<file path="config.mk">
export PLATFORM = sky130hd
export DESIGN_NAME = bus_hold_arbiter
export DESIGN_NICKNAME = d
export VERILOG_FILES = /design/src/rtl/bha_pkg.sv /design/src/rtl/bha_sync.sv /design/src/rtl/bha_arb.sv /design/src/rtl/bha_pinctl.sv /design/src/rtl/bus_hold_arbiter.sv
export SDC_FILE = /design/constraint.sdc
export NUM_CORES = 1
export LEC_CHECK = 0
export ABC_AREA = 1
export BUFFER_PORTS_ARGS = -buffer_cell sky130_fd_sc_hd__buf_2
export CORE_AREA = 2 2 52 54
export CTS_BUF_LIST = sky130_fd_sc_hd__clkbuf_8
export CTS_CLUSTER_SIZE = 30
export DETAILED_ROUTE_END_ITERATION = 8
export DIE_AREA = 0 0 54 56
export GPL_TIMING_DRIVEN = 0
export HOLD_SLACK_MARGIN = 0.05
export PLACE_DENSITY = 0.58
export REMOVE_ABC_BUFFERS = 1
export SLEW_MARGIN = 25
export SYNTH_ARGS = -nofsm -noshare
export SYNTH_HDL_FRONTEND = slang
export SYNTH_SLANG_ARGS = --single-unit
</file>
<file path="constraint.sdc">
create_clock -name clk -period 3.7 [get_ports clk]
set_clock_uncertainty 0.2 [all_clocks]
set_input_delay 0.185 -clock clk [delete_from_list [all_inputs] [get_ports clk]]
set_output_delay 0.185 -clock clk [all_outputs]
set_load 0.01 [all_outputs]
</file>
<file path="src/rtl/bha_pkg.sv">
package bha_pkg;

  typedef enum logic [1:0] {
    OWN_IDLE = 2'd0,
    OWN_CPU  = 2'd1,
    OWN_DMA  = 2'd2,
    OWN_HOLD = 2'd3
  } bus_own_e;

  localparam int PIN_GROUPS = 5;
  localparam int PIN_ADDR   = 0;
  localparam int PIN_DATA   = 1;
  localparam int PIN_STROBE = 2;
  localparam int PIN_CS     = 3;
  localparam int PIN_BHE    = 4;

  // Fixed priority: foreign master, DMA, CPU.
  function automatic bus_own_e pick_owner(input logic hold_act,
                                          input logic dma_act,
                                          input logic cpu_act);
    if (hold_act)     return OWN_HOLD;
    else if (dma_act) return OWN_DMA;
    else if (cpu_act) return OWN_CPU;
    else              return OWN_IDLE;
  endfunction

  // A new owner may be chosen when the bus is idle or an access ends.
  function automatic logic at_boundary(input bus_own_e cur,
                                       input logic done);
    return (cur == OWN_IDLE) ||
           (((cur == OWN_CPU) || (cur == OWN_DMA)) && done);
  endfunction

endpackage

</file>
<file path="src/rtl/bha_sync.sv">
module bha_sync #(
  parameter int STAGES    = 2,
  parameter bit RESET_VAL = 1'b1
) (
  input  logic clk,
  input  logic rst_n,
  input  logic async_in,
  output logic sync_out
);

  logic [STAGES-1:0] chain;

  genvar g;
  generate
    for (g = 0; g < STAGES; g++) begin : g_stage
      always_ff @(posedge clk or negedge rst_n) begin
        if (!rst_n) begin
          chain[g] <= RESET_VAL;
        end else if (g == 0) begin
          chain[g] <= async_in;
        end else begin
          chain[g] <= chain[(g == 0) ? 0 : g-1];
        end
      end
    end
  endgenerate

  assign sync_out = chain[STAGES-1];

endmodule

</file>
<file path="src/rtl/bha_arb.sv">
module bha_arb
  import bha_pkg::*;
(
  input  logic     clk,
  input  logic     rst_n,
  input  logic     hold_act,
  input  logic     dma_req,
  input  logic     cpu_req,
  input  logic     cycle_done,
  output bus_own_e owner,
  output logic     arb_point,
  output logic     hold_enter,
  output logic     hold_leave
);

  bus_own_e owner_q, owner_d;

  assign arb_point = at_boundary(owner_q, cycle_done);

  always_comb begin
    owner_d = owner_q;
    unique case (owner_q)
      OWN_IDLE, OWN_CPU, OWN_DMA: begin
        if (arb_point) owner_d = pick_owner(hold_act, dma_req, cpu_req);
      end
      OWN_HOLD: begin
        if (!hold_act) owner_d = OWN_IDLE;
      end
      default: owner_d = OWN_IDLE;
    endcase
  end

  always_ff @(posedge clk or negedge rst_n) begin
    if (!rst_n) owner_q <= OWN_IDLE;
    else        owner_q <= owner_d;
  end

  assign owner      = owner_q;
  assign hold_enter = (owner_q != OWN_HOLD) && (owner_d == OWN_HOLD);
  assign hold_leave = (owner_q == OWN_HOLD) && (owner_d != OWN_HOLD);

endmodule

</file>
<file path="src/rtl/bha_pinctl.sv">
module bha_pinctl
  import bha_pkg::*;
#(
  parameter int PORT_W = 8
) (
  input  logic                  clk,
  input  logic                  rst_n,
  input  bus_own_e              owner,
  input  logic [PORT_W-1:0]     port_d,
  output logic [PIN_GROUPS-1:0] pin_oe,
  output logic [PORT_W-1:0]     port_q,
  output logic                  wdt_stop,
  output logic                  hlda_n
);

  logic in_hold;
  assign in_hold = (owner == OWN_HOLD);

  genvar g;
  generate
    for (g = 0; g < PIN_GROUPS; g++) begin : g_oe
      assign pin_oe[g] = ~in_hold;
    end
  endgenerate

  always_ff @(posedge clk or negedge rst_n) begin
    if (!rst_n)        port_q <= '0;
    else if (!in_hold) port_q <= port_d;
  end

  assign wdt_stop = in_hold;
  assign hlda_n   = ~in_hold;

endmodule

</file>
<file path="src/rtl/bus_hold_arbiter.sv">
module bus_hold_arbiter
  import bha_pkg::*;
#(
  parameter int PORT_W      = 8,
  parameter int SYNC_STAGES = 2
) (
  input  logic                  clk,
  input  logic                  rst_n,
  input  logic                  hold_n,
  input  logic                  dma_req,
  input  logic                  cpu_req,
  input  logic                  cycle_done,
  input  logic [PORT_W-1:0]     port_d,
  output logic                  hlda_n,
  output logic                  dma_gnt,
  output logic                  cpu_gnt,
  output logic [PIN_GROUPS-1:0] pin_oe,
  output logic [PORT_W-1:0]     port_q,
  output logic                  wdt_stop
);

  logic     hold_n_sync;
  logic     hold_act;
  bus_own_e owner;
  logic     arb_point;
  logic     hold_enter;
  logic     hold_leave;

  bha_sync #(.STAGES(SYNC_STAGES), .RESET_VAL(1'b1)) u_sync (
    .clk      (clk),
    .rst_n    (rst_n),
    .async_in (hold_n),
    .sync_out (hold_n_sync)
  );

  assign hold_act = ~hold_n_sync;

  bha_arb u_arb (
    .clk        (clk),
    .rst_n      (rst_n),
    .hold_act   (hold_act),
    .dma_req    (dma_req),
    .cpu_req    (cpu_req),
    .cycle_done (cycle_done),
    .owner      (owner),
    .arb_point  (arb_point),
    .hold_enter (hold_enter),
    .hold_leave (hold_leave)
  );

  bha_pinctl #(.PORT_W(PORT_W)) u_pin (
    .clk      (clk),
    .rst_n    (rst_n),
    .owner    (owner),
    .port_d   (port_d),
    .pin_oe   (pin_oe),
    .port_q   (port_q),
    .wdt_stop (wdt_stop),
    .hlda_n   (hlda_n)
  );

  assign dma_gnt = (owner == OWN_DMA);
  assign cpu_gnt = (owner == OWN_CPU);

endmodule

</file>
# Word level (Yosys, flattened, before mapping)

Index checks and enable logic that the tools add are counted.

Equal/unequal tests: 5
Multiplexer cells: 6
Bitwise logic cells: 1
Reductions and logical operators: 6

Operator list:

| kind                                                            | number |
|---|---|
| 2-bit two-way mux                                               | 4 |
| 2-bit == test, second input constant                            | 2 |
| 2-bit inequality test, second input constant                    | 2 |
| 2-bit case mux with 2 select lines                              | 1 |
| 3-bit OR reduction                                              | 1 |
| 2-bit by 1-bit == test with 1-bit output, second input constant | 1 |
| 2-bit zero test                                                 | 1 |
| 1-bit logical OR                                                | 2 |
| 2-bit AND reduction                                             | 1 |
| 1-bit logical AND                                               | 1 |
| 1-bit two-way mux                                               | 1 |
| 1-bit inverter                                                  | 1 |

Register bits: 12
Bits of input ports: 14
Output and inout port bits: 17
Logic and storage cells: 22

# Longest topological paths before layout

Gate-level depths: netlist of run 1.

Depth after elaboration: 6
Depth in mapped cells: 7
Mapped depth without buffers: 7

# By module

Synthesis of run 1 repeated with hierarchy kept, for this count alone.

Cell total of the unflattened synthesis: 76
Area total of the unflattened synthesis: 629.4 um2

By module, submodules not included:

| module           | times used | cells an instance | area an instance (um2) |
|---|---|---|---|
| bha_pinctl       | 1          | 41                | 384.1 |
| bha_arb          | 1          | 28                | 173.9 |
| bha_sync         | 1          | 2                 | 52.6 |
| bus_hold_arbiter | 1          | 5                 | 18.8 |

# Worst setup path after synthesis of run 1

OpenSTA, ideal clock, no wires.

Kind: register to output
From: register u_arb.owner_q[0] (netlist: u_arb.owner[0])
To: output port pin_oe[0]
Arrival time: 1.050 ns
Slack: 2.265 ns
Cell stages (with the launch flop): 5
Path buffers: 2
Cells stage by stage: dfrtp_1 > ha_1 > inv_1 > buf_4 > buf_4

Word-level cells in the longest chain between the ends: 2

RTL lines:

| element                  | line                   | text |
|---|---|---|
| start: declaration       | bha_arb.sv:16          | `bus_own_e owner_q, owner_d;` |
| start signal: assignment | bha_arb.sv:35          | `else owner_q <= owner_d;` |
| 2-bit == test            | --                     |  |
| named net wdt_stop       | bus_hold_arbiter.sv:19 | `output logic wdt_stop` |
| 1-bit inverter           | --                     |  |
| end: declaration         | bus_hold_arbiter.sv:17 | `output logic [PIN_GROUPS-1:0] pin_oe,` |

The timed path passes the listed nets, and every way through them passes these cells.

# Worst setup path in the final report of run 1

From: register u_arb.owner_q[0] (netlist: u_arb.owner[0])
To: output port pin_oe[4]

Word-level cells in the longest chain between the ends: 2

RTL lines:

| element        | line             | text |
|---|---|---|
| 2-bit == test  | --               |  |
| 1-bit inverter | bha_pinctl.sv:22 | `assign pin_oe[g] = ~in_hold;` |

No other way between the ends.

==> impl_metrics.env, run 1 <==
export IMPL_report_final_slew_viol_count=0
export IMPL_leakagePower_nw=0.490
export IMPL_finalNetCount=124
export IMPL_root_buffer="clkbuf_8"
export IMPL_synth_edf_count=0
export IMPL_ioPinCount=31
export IMPL_layout_area_seq_um2=303
export IMPL_drt_vias_per_instance=3.89
export IMPL_clkPwrFrac_pct=19.2
export IMPL_path_clk_slew_ps=50
export IMPL_comb_power_share_pct=46.5
export IMPL_synth_seq_area_share_pct=51.9
export IMPL_fin_crit_ps=2070
export IMPL_p_seq_share_pct=34.3
export IMPL_fmax_ghz=0.482
export IMPL_die_w_um=54
export IMPL_synthCells=68
export IMPL_relSlewSlack_pct=69.6
export IMPL_syn2layout_area_growth_pct=47.4
export IMPL_switchingPower_uw=242
export IMPL_rr_startpoint="u_arb.owner[0]"
export IMPL_synthArstFlopShare_pct=100
export IMPL_cp_arrival_ps=1690
export IMPL_cts_sinks=12
export IMPL_fin_tns_setup_ps=0
export IMPL_h_tree_depth=1
export IMPL_start_util_pct=24.0
export IMPL_min_path_type="input port to register"
export IMPL_netlist_area_um2=583
export IMPL_yosysMostFrequentCell="nand2_1"
export IMPL_vias=525
export IMPL_port_buffers=30
export IMPL_critPathLaunchType="register"
export IMPL_min_delay_start="cpu_req"
export IMPL_switching_share_pct=40.0
export IMPL_clock_latency_ps=230
export IMPL_die_y_um=56
export IMPL_synth_commonest_cells="nand2_1 (36), dfrtp_1 (10), buf_4 (6), inv_1 (6), ha_1 (4)"
export IMPL_path_class="register to output port"
export IMPL_rsz0062_at_grt="false"
export IMPL_cp_end_kind="output port"
export IMPL_finalSetupViolations=0
export IMPL_post_route_period_util_pct=56.1
export IMPL_row_count=18
export IMPL_core_um2=2430
export IMPL_grt_antenna_before_repair=0
export IMPL_nFillCells=252
export IMPL_worst_slack_ps=1630
export IMPL_place_ws_ps=1870
export IMPL_finalHoldViolations=0
export IMPL_first_iter_violations=5
export IMPL_place_hpwl_um=906
export IMPL_busiest_layer="met2"
export IMPL_gp_congestion=0.646
export IMPL_synth_flop_cell="dfrtp_1"
export IMPL_ir_worst_vdd_uv=285
export IMPL_grt_overflow=0
export IMPL_grtUsageMet1_pct=11.1
export IMPL_ys_warn_count=0
export IMPL_cap_violations=0
export IMPL_first_global_vias=460
export IMPL_routedWlPerCell_um=9.29
export IMPL_drive_above_1_share_pct=34.3
export IMPL_synth_top_cells_by_area="dfrtp_1 (43%), nand2_1 (23%), dfstp_2 (9.0%)"
export IMPL_use_met3_pct=4.84
export IMPL_worstMarginPinSlew_ps=456
export IMPL_die_area_um2=3020
export IMPL_cts_tree="built"
export IMPL_drcViolationCount=0
export IMPL_crit_path_max_fanout=16
export IMPL_cp_required_ps=3310
export IMPL_wirelength_um=1250
export IMPL_synth_top_cell_by_area="dfrtp_1"
export IMPL_yosysUniqueCellTypes=9
export IMPL_synth_area_per_cell_um2=8.57
export IMPL_multi_input_area_um2=201
export IMPL_grt_pass1_wl_um=1990
export IMPL_clk_path_buf_depth=2
export IMPL_synth_seq_cells=12
export IMPL_firstDrtPassIters=4
export IMPL_post_cts_resized=0
export IMPL_netlist_area_leader_share_pct=42.9
export IMPL_crit_start="u_arb.owner[0]"
export IMPL_track_usage_pct=8.90
export IMPL_grt_max_degree=17
export IMPL_power_density_nw_per_um2=704
export IMPL_internal_power_uw=363
export IMPL_status="finished clean"
export IMPL_final_antenna_net_count=0
export IMPL_numCtsBuffers=3
export IMPL_n_antenna_cell=0
export IMPL_globalRouteMet2Util_pct=14.3
power groups by stage:
stage	Combinational [mW]	Sequential [mW]	Clock, mW
after floorplan	0.151	0.223	0
after global placement	0.269	0.207	0
after detailed placement	0.275	0.210	0
after CTS	0.285	0.209	0.122
after global routing	0.323	0.214	0.128
final	0.281	0.208	0.116
critical path: stages (launching register included):
cell and delay (ps):
dfrtp_1 400, ha_1 460, inv_1 350, buf_2 240
area by class of cell:
type / count / share of cell area, %
timing repair buffer: 40 / 29.1
tap: 30 / 4.37
multi-input combinational: 43 / 23.4
clock buffer: 3 / 4.80
inverter: 6 / 2.62
sequential: 12 / 35.2
clock inverter: 1 / 0.437
metrics by stage:
stage / hold WS [ps] / area (um2) / instances / utilization, % / total power, mW
final: 75.4 / 860 / 135 / 35.3 / 0.605
after floorplan: -311 / 527 / 61 / - / 0.375
after global routing: 126 / 860 / 135 / 35.3 / 0.665
after CTS: 80.0 / 860 / 135 / 35.3 / 0.616
after detailed placement: -116 / 714 / 121 / 29.4 / 0.485
after global placement: -118 / 714 / 121 / 29.4 / 0.476
metal layers:
metal | vias to the layer above | part of all wire (%)
met2 | 27 | 46
met1 | 228 | 44
met5 | - | 0
met3 | 0 | 10
met4 | 0 | 0
li1 | 270 | -
cell families (layout without fill, tap and decap cells):
kind of cell / Yosys count / count (layout) / synth area share (%)
buf+inv: 13 / 50 / 13.5
simple gates: 39 / 39 / 26.0
flops: 12 / 12 / 51.9
fa+ha+maj: 4 / 4 / 8.58
layout by cell type, fill, tap and decap left out:
cell type,count
dlygate4sd3_1,10
nor2_2,1
dfstp_2,2
ha_1,4
nand3_1,2
clkbuf_8,3
nand2_1,36
dfrtp_1,10
inv_1,7
buf_2,30
flip-flops by register name, summed over array words and instances (netlist names):
| name | cells |
|---|---|
| u_sync.sync_out | 1 |
| u_sync.chain | 1 |
| u_arb.owner | 2 |
| u_pin.port_q | 8 |
what timing repair did:
item	4_1_cts	5_1_grt
setup endpoints to repair	0	0
setup buffers	0	0
hold buffers	10	0
endpoints found under the hold margin	21	0
final timing paths:
| kind | to | depth (start not counted) | slack (ps) |
|---|---|---|---|
| min | u_arb.owner[0] | 5 | 80 |
| max | pin_oe[4] | 3 | 1630 |
| max reg2reg | u_arb.owner[1] | 4 | 1930 |
| min in group asynchronous | u_arb.owner[0] | 2 | 160 |
| min reg2reg | u_sync.sync_out | 0 | 150 |
| max in group asynchronous | u_sync.chain[0] | 2 | 2870 |
(Power assumes the default switching activity.)
==> run 2, diff against run 1 <==
--- a/config.mk
+++ b/config.mk
@@ -5,16 +5,16 @@
 export SDC_FILE = /design/constraint.sdc
 export NUM_CORES = 1
 export LEC_CHECK = 0
-export ABC_AREA = 1
+export ABC_AREA = 0
 export BUFFER_PORTS_ARGS = -buffer_cell sky130_fd_sc_hd__buf_2
-export CORE_AREA = 2 2 52 54
+export CORE_AREA = 2 2 51 53
 export CTS_BUF_LIST = sky130_fd_sc_hd__clkbuf_8
 export CTS_CLUSTER_SIZE = 30
 export DETAILED_ROUTE_END_ITERATION = 8
-export DIE_AREA = 0 0 54 56
+export DIE_AREA = 0 0 53 55
 export GPL_TIMING_DRIVEN = 0
 export HOLD_SLACK_MARGIN = 0.05
-export PLACE_DENSITY = 0.58
+export PLACE_DENSITY = 0.6
 export REMOVE_ABC_BUFFERS = 1
 export SLEW_MARGIN = 25
 export SYNTH_ARGS = -nofsm -noshare
==> constraint.sdc (replaced) <==
create_clock -name clk -period 1.8 [get_ports clk]
set_clock_uncertainty 0.2 [all_clocks]
set_input_delay 0.09 -clock clk [delete_from_list [all_inputs] [get_ports clk]]
set_output_delay 0.09 -clock clk [all_outputs]
set_load 0.01 [all_outputs]
==> impl_metrics.env, run 2 <==
export IMPL_status="finished clean"
export IMPL_n_antenna_cell=0
export IMPL_final_common_cell="buf_2"
export IMPL_routedWlPerCell_um=9.43
export IMPL_cp_end_kind="register"
export IMPL_drt_vias_per_instance=3.90
export IMPL_cp_cell_sequence="inv_1, ha_1, a211oi_2, nor2_1, o22a_2"
export IMPL_fin_area_um2=855
export IMPL_root_buffer="clkbuf_8"
export IMPL_synth_top_cell_by_area="dfrtp_1"
export IMPL_grt_antenna_before_repair=0
export IMPL_final_antenna_net_count=0
export IMPL_synth_edf_count=0
export IMPL_crit_path_max_fanout=4
export IMPL_drcViolationCount=0
export IMPL_port_buffers=30
export IMPL_yosysUniqueCellTypes=13
export IMPL_worstMarginPinSlew_ps=304
export IMPL_place_hpwl_um=752
export IMPL_die_y_um=55
export IMPL_synth_seq_area_share_pct=54.3
export IMPL_cts_sinks=12
export IMPL_layout_area_seq_um2=303
export IMPL_muxShareOfSynthArea_pct=16.1
export IMPL_finalNetCount=98
export IMPL_critPathLaunchType="register"
export IMPL_fin_hold_ws_ps=58.1
export IMPL_first_iter_violations=6
export IMPL_synth_fa_ha_area_share_pct=8.97
export IMPL_start_util_pct=23.6
export IMPL_relSlewSlack_pct=79.8
export IMPL_ioPinCount=31
export IMPL_largest_register_ffs=8
export IMPL_synthCells=40
export IMPL_synth_top_family_by_area="multiplexers"
export IMPL_min_path_type="input port to async pin"
export IMPL_clk_path_buf_depth=2
export IMPL_ir_worst_vdd_uv=671
export IMPL_synth_top_cells_by_area="dfrtp_1 (45%), mux2_2 (16%), dfstp_2 (9.4%)"
export IMPL_cpPeakStageDelay_ps=390
export IMPL_die_area_um2=2920
export IMPL_ys_warn_count=0
export IMPL_synthArstFlopShare_pct=100
export IMPL_path_clk_slew_ps=50
export IMPL_worst_slack_ps=167
export IMPL_netlist_area_leader_share_pct=44.8
export IMPL_rsz0062_at_grt="false"
export IMPL_wirelength_um=1030
export IMPL_synth_commonest_cells="dfrtp_1 (10), mux2_2 (8), buf_4 (5)"
export IMPL_worstPathBufferInverterCount=1
export IMPL_post_route_period_util_pct=90.7
export IMPL_nFillCells=242
export IMPL_die_w_um=53
export IMPL_firstDrtPassIters=4
export IMPL_row_count=18
export IMPL_drive_above_1_share_pct=58.2
export IMPL_syn2layout_area_growth_pct=53.1
export IMPL_cap_violations=0
export IMPL_synth_area_per_cell_um2=14.0
export IMPL_yosysMostFrequentCell="dfrtp_1"
export IMPL_synthSimpleGateAreaFrac_pct=4.26
export IMPL_place_ws_ps=30.3
export IMPL_netlist_area_um2=558
export IMPL_synth_flop_cell="dfrtp_1"
export IMPL_numCtsBuffers=3
export IMPL_top_register="u_pin.port_q"
export IMPL_first_global_vias=372
export IMPL_cp_arrival_ps=1560
export IMPL_power_density_nw_per_um2=1600
export IMPL_dpl_instance_area_um2=697
export IMPL_finalHoldViolations=0
export IMPL_report_final_slew_viol_count=0
export IMPL_grt_overflow=0
export IMPL_gp_congestion=0.623
export IMPL_leakagePower_nw=0.419
export IMPL_fin_crit_ps=1630
export IMPL_cts_tree="built"
export IMPL_clock_latency_ps=240
export IMPL_fin_tns_setup_ps=0
export IMPL_vias=425
export IMPL_track_usage_pct=7.32
export IMPL_h_tree_depth=1
export IMPL_grt_max_degree=14
export IMPL_core_um2=2360
export IMPL_crit_slowest_cell="dfrtp_1"
export IMPL_layout_common_cells="buf_2 (30), dlygate4sd3_1 (11), dfrtp_1 (10)"
export IMPL_finalSetupViolations=0
export IMPL_path_class="register to register"
export IMPL_cp_required_ps=1730
export IMPL_rrSetupSlack_ps=170
export IMPL_crit_family="compound AO/OA/AOI/OAI gates"
export IMPL_grt_pass1_wl_um=1510
export IMPL_synth_xor_xnor_area_share_pct=0
export IMPL_fmax_ghz=0.612
export IMPL_synth_seq_cells=12
export IMPL_multi_input_area_um2=198
export IMPL_synth_compound_area_share_pct=5.61
## run 2: cell count changes in the layout (fill, tap and decap cells not counted)
cell | before | now
nand3_1 | 2 | 0
dlygate4sd3_1 | 10 | 11
nor2_2 | 1 | 0
a211oi_2 | 0 | 1
inv_1 | 7 | 4
mux2_2 | 0 | 8
nand2b_1 | 0 | 2
nor3b_1 | 0 | 1
ha_2 | 0 | 1
nand2_1 | 36 | 0
ha_1 | 4 | 3
nor2_1 | 0 | 1
o22a_2 | 0 | 1
a22o_1 | 0 | 1
## run 2: routing by layer
layer / global-route usage [%] / part of all wire (%) / up-vias
li1: - / - / 204
met1: 7.49 / 43 / 196
met2: 13.3 / 47 / 25
met3: 3.23 / 10 / 0
met4: 2.56 / 0 / 0
met5: 0 / 0 / -
## run 2: what timing repair did
action                                 in CTS  in global routing
gates resized for setup                     1                  0
hold buffers                               11                  0
buffers inserted                            0                  0
endpoints found under the hold margin      23                  0
setup endpoints to repair                   6                  0
## run 2: power by group
| group | switching, mW | leakage (nW) | internal (mW) |
|---|---|---|---|
| combinational | 0.337 | 0.255 | 0.344 |
| clock | 0.0901 | 0.0269 | 0.150 |
| sequential | 0.0591 | 0.137 | 0.383 |
| total | 0.486 | 0.419 | 0.877 |
## run 2: cells by family (layout without fill, tap and decap cells)
family / after synthesis / count (layout)
adders and majority gates: 4 / 4
and+or+nand+nor: 4 / 4
AOI/OAI and AO/OA: 3 / 3
DFF: 12 / 12
muxes: 8 / 8
buffers and inverters: 9 / 48
## run 2: worst paths after layout
path                                 start               to  cells past startpoint
max                         u_arb.owner[0]   u_arb.owner[0]                      5
min in group clk                   cpu_req   u_arb.owner[0]                      3
min reg2reg                u_sync.chain[0]  u_sync.sync_out                      0
max in group asynchronous            rst_n  u_sync.chain[0]                      2
min                                  rst_n   u_arb.owner[1]                      2
max reg2reg                 u_arb.owner[0]   u_arb.owner[0]                      5
## run 2: area by class of cell
type | instances | share of cell area (%)
clock buffer | 3 | 4.83
clock inverter | 1 | 0.439
inverter | 3 | 1.32
multi-input combinational | 19 | 23.1
sequential | 12 | 35.4
tap | 30 | 4.39
timing repair buffer | 41 | 30.5
## run 2: stage by stage
stage               total power, mW  util, %  cells
floorplan                     0.861        -     34
global placement               1.09     29.5     94
detailed placement             1.12     29.5     94
CTS                            1.39     36.1    109
global route                   1.48     36.1    109
finish                         1.36     36.1    109
==> run 3, diff against run 2 <==
--- a/config.mk
+++ b/config.mk
@@ -14,7 +14,7 @@
 export DIE_AREA = 0 0 53 55
 export GPL_TIMING_DRIVEN = 0
 export HOLD_SLACK_MARGIN = 0.05
-export PLACE_DENSITY = 0.6
+export PLACE_DENSITY = 0.58
 export REMOVE_ABC_BUFFERS = 1
 export SLEW_MARGIN = 25
 export SYNTH_ARGS = -nofsm -noshare
==> constraint.sdc (replaced) <==
create_clock -name clk -period 2 [get_ports clk]
set_clock_uncertainty 0.2 [all_clocks]
set_input_delay 0.1 -clock clk [delete_from_list [all_inputs] [get_ports clk]]
set_output_delay 0.1 -clock clk [all_outputs]
set_load 0.01 [all_outputs]
==> impl_metrics.env, run 3 (same netlist as run 2, synthesis figures left out) <==
export IMPL_wirelength_um=1100
export IMPL_fin_area_um2=852
export IMPL_relSlewSlack_pct=62.2
export IMPL_finalHoldViolations=0
export IMPL_worstMarginPinSlew_ps=566
export IMPL_n_antenna_cell=0
export IMPL_switching_share_pct=35.8
export IMPL_row_count=18
export IMPL_top_register="u_pin.port_q"
export IMPL_power_density_nw_per_um2=1430
export IMPL_cp_cell_sequence="ha_1, inv_1, buf_2"
export IMPL_crit_family="adder cells"
export IMPL_cp_required_ps=1700
export IMPL_min_path_type="input port to async pin"
export IMPL_die_y_um=55
export IMPL_busiest_layer="met2"
export IMPL_crit_cells=3
export IMPL_cts_setup_buffers=0
export IMPL_ctsHoldBuffers=11
export IMPL_switchingPower_uw=436
export IMPL_first_iter_violations=0
export IMPL_status="finished clean"
export IMPL_fmax_ghz=0.550
export IMPL_grt_max_degree=14
export IMPL_cap_violations=0
export IMPL_crit_slowest_cell="ha_1"
export IMPL_final_common_cell="buf_2"
export IMPL_grt_antenna_before_repair=0
export IMPL_drt_vias_per_instance=3.97
export IMPL_report_final_slew_viol_count=0
export IMPL_dp_cells=94
export IMPL_leakagePower_nw=0.420
export IMPL_firstDrtPassIters=1
export IMPL_finalNetCount=98
export IMPL_drive_above_1_share_pct=57.0
export IMPL_numCtsBuffers=3
export IMPL_cp_end_kind="output port"
export IMPL_layout_common_cells="buf_2 (30), dlygate4sd3_1 (11), dfrtp_1 (10)"
export IMPL_multi_input_area_um2=195
export IMPL_fin_tns_setup_ps=0
export IMPL_track_usage_pct=7.77
export IMPL_clock_latency_ps=230
export IMPL_syn2layout_area_growth_pct=52.7
export IMPL_cpPeakStageDelay_ps=540
export IMPL_largest_register_ffs=8
export IMPL_grt_overflow=0
export IMPL_first_global_vias=377
export IMPL_post_cts_resized=0
export IMPL_die_area_um2=2920
export IMPL_finalSetupViolations=0
export IMPL_p_seq_share_pct=32.9
export IMPL_dpl_instance_area_um2=697
export IMPL_nFillCells=238
export IMPL_post_route_period_util_pct=91.0
export IMPL_grtUsageMet1_pct=8.79
export IMPL_globalRouteMet2Util_pct=13.8
export IMPL_layout_area_seq_um2=303
export IMPL_routedWlPerCell_um=10.1
export IMPL_critPathLaunchType="register"
export IMPL_cts_sinks=12
export IMPL_path_class="register to output port"
export IMPL_worstPathBufferInverterCount=2
export IMPL_ir_worst_vdd_uv=608
export IMPL_gp_congestion=0.646
export IMPL_crit_path_max_fanout=13
export IMPL_fin_hold_ws_ps=72.1
export IMPL_h_tree_depth=1
export IMPL_final_antenna_net_count=0
export IMPL_comb_power_share_pct=49.5
export IMPL_rsz0062_at_grt="false"
export IMPL_core_um2=2360
export IMPL_port_buffers=30
export IMPL_use_met3_pct=2.69
export IMPL_drcViolationCount=0
export IMPL_r2r_cells=4
export IMPL_clk_path_buf_depth=2
export IMPL_cp_arrival_ps=1520
export IMPL_ioPinCount=31
export IMPL_fin_crit_ps=1820
export IMPL_die_w_um=53
export IMPL_cts_tree="built"
export IMPL_place_hpwl_um=783
export IMPL_path_clk_slew_ps=50
export IMPL_start_util_pct=23.6
export IMPL_internal_power_uw=783
export IMPL_finalNonFillerCells=109
export IMPL_clkPwrFrac_pct=17.6
export IMPL_vias=433
export IMPL_root_buffer="clkbuf_8"
export IMPL_grt_pass1_wl_um=1600
[run 3: per-layer routing]
metal	wire [um]	vias up
met1	477	203
met4	0	0
met3	94	0
li1	-	206
met2	525	24
met5	0	-
[run 3: stage by stage]
step	utilization (%)	total power, mW	setup WS, ps
final	36.0	1.22	181
after global routing	36.0	1.34	10.0
after CTS	36.0	1.25	123
after detailed placement	29.5	1.01	230
after global placement	29.5	0.983	279
after floorplan	-	0.775	410
[run 3: cell type report]
type	count	share of cell area, %
inverter	3	1.32
clock buffer	3	4.85
sequential	12	35.5
clock inverter	1	0.441
tap	30	4.41
timing repair buffer	41	30.5
multi-input combinational	19	22.9
[run 3: worst paths after layout]
check / start / endpoint / slack, ps
max in group asynchronous: rst_n / u_sync.chain[0] / 1250
min reg2reg: u_sync.chain[0] / u_sync.sync_out / 150
min in group clk: cpu_req / u_arb.owner[0] / 100
max reg2reg: u_arb.owner[0] / u_arb.owner[1] / 270
min: rst_n / u_pin.port_q[5] / 70
max: u_arb.owner[0] / pin_oe[0] / 180
[run 3: power by group through the flow]
stage / clock (mW) / combinational (mW) / sequential [mW]
final: 0.214 / 0.604 / 0.401
after global routing: 0.239 / 0.679 / 0.418
after CTS: 0.225 / 0.617 / 0.404
after detailed placement: 0 / 0.603 / 0.405
after global placement: 0 / 0.585 / 0.398
after floorplan: 0 / 0.337 / 0.438
